===== config.mk =====
export PLATFORM = sky130hd
export DESIGN_NAME = seg_shift_reg
export DESIGN_NICKNAME = d
export VERILOG_FILES = /design/src/rtl/seg_sr_pkg.sv /design/src/rtl/seg_sr_ctl.sv /design/src/rtl/seg_sr_segment.sv /design/src/rtl/seg_shift_reg.sv
export SDC_FILE = /design/constraint.sdc
export NUM_CORES = 1
export LEC_CHECK = 0
export BUFFER_PORTS_ARGS = -buffer_cell sky130_fd_sc_hd__buf_2
export CAP_MARGIN = 20
export CORE_MARGIN = 2
export CORE_UTILIZATION = 44
export DETAILED_ROUTE_END_ITERATION = 8
export PLACE_DENSITY = 0.65
export SLEW_MARGIN = 10
export SYNTH_ARGS = -nofsm -noshare
export SYNTH_HDL_FRONTEND = slang
export SYNTH_SLANG_ARGS = --single-unit

===== constraint.sdc =====
create_clock -name clk -period 1.3 [get_ports clk]
set_clock_uncertainty 0.2 [all_clocks]
set_input_delay 0.065 -clock clk [delete_from_list [all_inputs] [get_ports clk]]
set_output_delay 0.065 -clock clk [all_outputs]
set_load 0.01 [all_outputs]

===== src/rtl/seg_sr_pkg.sv =====
package seg_sr_pkg;

  typedef enum logic {
    MODE_CHAIN = 1'b0,
    MODE_LOAD  = 1'b1
  } sr_mode_e;

endpackage


===== src/rtl/seg_sr_ctl.sv =====
module seg_sr_ctl
  import seg_sr_pkg::*;
#(
  parameter int NUM_SEG = 4
) (
  input  logic               wr_en,
  output sr_mode_e           mode,
  output logic [NUM_SEG-1:0] oe
);

  always_comb begin
    mode = wr_en ? MODE_LOAD : MODE_CHAIN;
  end

  // Enables are released whenever the segments are being loaded.
  always_comb begin
    oe = (mode == MODE_LOAD) ? '0 : '1;
  end

endmodule


===== src/rtl/seg_sr_segment.sv =====
module seg_sr_segment #(
  parameter int LEN = 16
) (
  input  logic clk,
  input  logic rst,
  input  logic ser_in,
  output logic head,
  output logic tail
);

  localparam int TOP = LEN - 1;

  logic [TOP:0] stg;

  always_ff @(posedge clk) begin
    if (rst) begin
      stg <= '0;
    end else begin
      stg <= {stg[TOP-1:0], ser_in};
    end
  end

  assign head = stg[0];
  assign tail = stg[TOP];

endmodule


===== src/rtl/seg_shift_reg.sv =====
module seg_shift_reg
  import seg_sr_pkg::*;
#(
  parameter int SEG_LEN = 16,
  parameter int NUM_SEG = 4
) (
  input  logic               clk,
  input  logic               rst,
  input  logic               wr_en,
  input  logic               din,
  input  logic [NUM_SEG-2:0] tap_in,
  output logic [NUM_SEG-1:0] tap_out,
  output logic [NUM_SEG-1:0] tap_oe
);

  sr_mode_e           mode;
  logic [NUM_SEG-1:0] seg_in;
  logic [NUM_SEG-1:0] seg_head;
  logic [NUM_SEG-1:0] seg_tail;

  seg_sr_ctl #(
    .NUM_SEG(NUM_SEG)
  ) u_ctl (
    .wr_en(wr_en),
    .mode (mode),
    .oe   (tap_oe)
  );

  assign seg_in[0] = din;

  genvar k;
  generate
    for (k = 0; k < NUM_SEG; k++) begin : g_seg
      if (k > 0) begin : g_sel
        assign seg_in[k] = (mode == MODE_LOAD) ? tap_in[k-1] : seg_tail[k-1];


        load_head_chk: assert property (@(posedge clk) disable iff (rst)
          wr_en |=> seg_head[k] == $past(tap_in[k-1]));


        chain_head_chk: assert property (@(posedge clk) disable iff (rst)
          !wr_en |=> seg_head[k] == $past(seg_tail[k-1]));
      end

      seg_sr_segment #(
        .LEN(SEG_LEN)
      ) u_seg (
        .clk   (clk),
        .rst   (rst),
        .ser_in(seg_in[k]),
        .head  (seg_head[k]),
        .tail  (seg_tail[k])
      );
    end
  endgenerate

  assign tap_out = seg_tail;


  din_head_chk: assert property (@(posedge clk) disable iff (rst)
    1'b1 |=> seg_head[0] == $past(din));


  oe_off_chk: assert property (@(posedge clk) disable iff (rst)
    wr_en |-> tap_oe == '0);


  oe_on_chk: assert property (@(posedge clk) disable iff (rst)
    !wr_en |-> &tap_oe);

endmodule


# After elaboration in Yosys (flattened, before gate mapping)
# Cells that the tools add are included.
dict set report classes {
  mux 5
}
# operator n
set op_table {}
lappend op_table {{$mux 1} 4}
lappend op_table {{$mux 4} 1}
dict set report totals {
  output_inout_bits 8
  reg_bits 64
  in_bits 7
}

# Depth between registers and ports, before layout
dict set report logic_depth {
  depth_word 2
  mapped_depth 3
}

# Cells and area by module
# A second synthesis with hierarchy kept.
dict set report unflattened {
  hier_cells 140
  area_unflattened_um2 1924.3
}
# module cells_per_inst area_each_um2 instances
set by_module_without_submodules {}
lappend by_module_without_submodules {seg_sr_segment 33 464.2 4}
lappend by_module_without_submodules {seg_shift_reg 3 33.8 1}
lappend by_module_without_submodules {seg_sr_ctl 5 33.8 1}

# Worst setup path before layout
# No wires, ideal clock.
dict set report synth_path {
  path_type {flip-flop to flip-flop}
  from {reg g_seg[0].u_seg.stg[15]}
  to {reg g_seg[1].u_seg.stg[0]}
  arrival_ns 0.435
  path_stages_with_launch 3
  required_time_ns 0.986
  path_buffers 0
  setup_slack_ns 0.550
  path_cell_list {dfxtp_1 -> mux2i_1 -> nor2_1}
}
dict set report synth_between {
  elab_chain_len 1
}
# element line
set synth_lines {}
lappend synth_lines {{start: declaration} seg_sr_segment.sv:13} ;# logic [TOP:0] stg;
lappend synth_lines {{start signal: assignment} seg_sr_segment.sv:19} ;# stg <= {stg[TOP-1:0], ser_in};
lappend synth_lines {{$mux 1} seg_shift_reg.sv:35} ;# assign seg_in[k] = (mode == MODE_LOAD) ? tap_in[k-1] : seg_tail[k-1];
lappend synth_lines {{end signal: assignment} seg_sr_segment.sv:19}
lappend synth_lines {{end: declaration} seg_sr_segment.sv:13}
# No other way between the ends.
# A chain may end at the register's enable or synchronous reset.

# Final worst setup path
dict set report layout_path {
  from {in wr_en}
  to {out tap_oe[2]}
}
dict set report layout_between {
  elab_chain_len 2
}
# element line
set layout_lines {}
lappend layout_lines {{start: declaration} seg_shift_reg.sv:9} ;# input logic wr_en,
lappend layout_lines {{$mux 1} seg_sr_ctl.sv:12} ;# mode = wr_en ? MODE_LOAD : MODE_CHAIN;
lappend layout_lines {{$mux 4} seg_sr_ctl.sv:17} ;# oe = (mode == MODE_LOAD) ? '0 : '1;
lappend layout_lines {{end: declaration} seg_shift_reg.sv:13} ;# output logic [NUM_SEG-1:0] tap_oe
# No other way between the ends.

==> impl_metrics.sql <==
INSERT INTO impl_metrics (metric_group, metric, value, unit) VALUES
('cts', 'ctsHtreeMaxLevel', '3', ''),
('cells_and_area', 'most_common_cell_after_layout_fill_and_taps_aside', 'sky130_fd_sc_hd__dfxtp_1', ''),
('die', 'floorplan.initialDensity', '0.4598', ''),
('placement', 'dpl.cell_count', '198', ''),
('cells_and_area', 'finish.instance_area', '2137', 'µm²'),
('power', 'p_clk_frac', '0.447', ''),
('routing', 'routed_wire_length_on_met3', '179', 'µm'),
('die', 'chip_height', '68.66', 'µm'),
('synth', 'synth.avg_cell_area', '12.60', 'µm²'),
('die', 'i_o_pin_total', '15', ''),
('timing', 'drv_slew', '0', ''),
('routing', 'detail_route.iter0.violations', '30', ''),
('setup_path', 'worstPathCellList', 'dlygate4sd3_1 -> inv_2 -> buf_4', ''),
('global_routing', 'grt_overflow_total', '0', ''),
('synth', 'postSynthNetCount', '153', ''),
('cells_and_area', 'largest_register_ff_count', '64', ''),
('global_routing', 'grt_first_pass_wirelength', '3815', 'µm'),
('power', 'cellLeakagePower', '0.8879', 'nW'),
('routing', 'totalWireLength', '2220', 'µm'),
('cts', 'cts_max_path_buffers', '2', ''),
('routing', 'route.detailed.vias_per_inst', '4.078', ''),
('synth', 'synth_seq_area_share', '0.6966', ''),
('synth', 'synth.ff_latch_count', '64', ''),
('synth', 'syn_inst', '146', ''),
('global_routing', 'grtUsageTotal', '0.1234', ''),
('cells_and_area', 'area_growth', '16.19', '%'),
('power', 'switching_share', '0.1966', ''),
('global_routing', 'largest_net_degree_at_the_start_of_global_routing', '30', ''),
('placement', 'dpl-instance-area', '1881', 'µm²'),
('timing', 'max_clock_freq', '832.5', 'MHz'),
('global_routing', 'grt_antenna_before_repair', '0', ''),
('power', 'p_comb_frac', '0.024', ''),
('power', 'peakVddDrop', '1060', 'µV'),
('timing', 'period_share', '0.9240', ''),
('worst_hold_path', 'timing.hold.worst.class', 'reg2reg', ''),
('routing', 'amount_of_wire_on_met2_after_detailed_routing', '867', 'µm'),
('cells_and_area', 'antenna_cells_inserted', '0', ''),
('cells_and_area', 'layout_top_registers', 'g_seg.u_seg.stg x64', ''),
('cells_and_area', 'most-common-layout-cells', '64 x sky130_fd_sc_hd__dfxtp_1, 61 x sky130_fd_sc_hd__nor2b_1, 12 x sky130_fd_sc_hd__buf_2', ''),
('status', 'outcome', 'finished clean', ''),
('cts', 'tritoncts_clock_tree', 'yes', ''),
('routing', 'routed_wire_length_per_instance', '10.14', 'µm'),
('routing', 'wl_met1', '1110', 'µm'),
('cells_and_area', 'finish.cell_count_without_fillers', '219', ''),
('placement', 'portBuffers', '14', ''),
('setup_path', 'ws_path_type', 'in2out', ''),
('timing', 'timing.final.setup_violations', '0', ''),
('routing', 'dr_total_vias', '893', ''),
('synth', 'synth_cell_types', '7', ''),
('setup_path', 'critical-path-slowest-cell', 'sky130_fd_sc_hd__dlygate4sd3_1', ''),
('die', 'die_outline_area', '4714', 'µm²'),
('setup_path', 'cp.arrival', '0.94', 'ns'),
('routing', 'detailedRoute.firstPassIterationCount', '2', ''),
('routing', 'drc_errors', '0', ''),
('timing', 'final.min_clock_period', '1.201', 'ns'),
('routing', 'highest-signal-layer', 'met4', ''),
('power', 'net-switching-power', '0.7353', 'mW'),
('setup_path', 'cp_top_family', 'buffers and inverters', ''),
('routing', 'number_of_routed_nets_with_antenna_violations', '0', ''),
('die', 'design.core.area', '4000', 'µm²'),
('synth', 'netlist_top_cells_area', 'sky130_fd_sc_hd__dfxtp_1 70%, sky130_fd_sc_hd__nor2b_1 21%, sky130_fd_sc_hd__buf_6 4.3%, sky130_fd_sc_hd__buf_4 2.9%, sky130_fd_sc_hd__mux2i_1 1.6%', ''),
('power', 'power_per_cell_area', '1750', 'nW/µm²'),
('cells_and_area', 'post_route_cells_drive_above_1_share', '0.1775', ''),
('synth', 'synth_area_leader_cell', 'sky130_fd_sc_hd__dfxtp_1', ''),
('flow_run', 'max_cap_viol', '0', ''),
('timing', 'whs', '0.2367', 'ns'),
('setup_path', 'cp_num_buf_inv', '3', ''),
('die', 'width_of_the_die', '68.66', 'µm'),
('setup_path', 'crit_path_max_incr_delay', '0.65', 'ns'),
('setup_path', 'timing.critical_path.required', '1.03', 'ns'),
('setup_path', 'worstPathMaxFanout', '4', '');
cells in the mapped netlist (all sizes together):
master and n:
buf 14, dfxtp 64, inv 1, mux2i 3, nor2 3, nor2b 61
worst reg2reg max path, stage by stage, from the launching register on:
cell and delay [ns]:
sky130_fd_sc_hd__dfxtp_1 0.30, sky130_fd_sc_hd__mux2i_1 0.15, sky130_fd_sc_hd__nor2_1 0.06
cell type report:
type | count | area [µm²]
clock buffers | 13 | 158.9
clock inverters | 3 | 40.04
fillers | 352 | 1863
inverters | 1 | 3.754
multi-input cells | 67 | 422.9
flip-flops and latches | 64 | 1281
well taps | 50 | 62.56
repair buffers | 21 | 167.7
metal layers:
metal,GRT usage,vias up
met5,0,-
li1,-,466
met4,0.07500,0
met3,0.09253,9
met2,0.1575,23
met1,0.1437,395
cell families after synthesis:
logic type / synth area share
simple gates: 0.2136
flops: 0.6966
buf+inv: 0.07347
mux: 0.01633
through the flow:
step             util  setup WS [ns]  total power, mW
2_1_floorplan       -         0.5502            2.090
3_3_place_gp   0.4701         0.4254            2.099
3_5_place_dp   0.4701         0.4014            2.101
4_1_cts        0.5349        0.05340            3.801
5_1_grt        0.5343       0.002600            3.927
6_report       0.5343        0.09875            3.741
power by group through the flow:
stage          Combinational (mW)  Clock, mW  Sequential [mW]
6_report                   0.0907       1.67             1.98
2_1_floorplan              0.0694          0             2.02
4_1_cts                    0.0927       1.73             1.98
3_5_place_dp               0.0784          0             2.02
5_1_grt                     0.103       1.85             1.98
3_3_place_gp               0.0767          0             2.02
repair_timing:
item,CTS,global route
endpoints found under the setup margin,0,4
gates resized for setup,0,2
hold buffers,6,0
hold endpoints to repair,12,0
buffers inserted,0,0
worst paths after layout:
| check | from | to | slack [ns] | cells past startpoint |
|---|---|---|---|---|
| setup / recovery | wr_en | tap_oe[2] | 0.1 | 3 |
| hold / removal | g_seg[1].u_seg.stg[5] | g_seg[1].u_seg.stg[6] | 0.24 | 1 |
| setup reg to reg | g_seg[0].u_seg.stg[15] | g_seg[1].u_seg.stg[0] | 0.48 | 2 |
| hold reg to reg | g_seg[1].u_seg.stg[5] | g_seg[1].u_seg.stg[6] | 0.24 | 1 |
(Power assumes the default switching activity.)
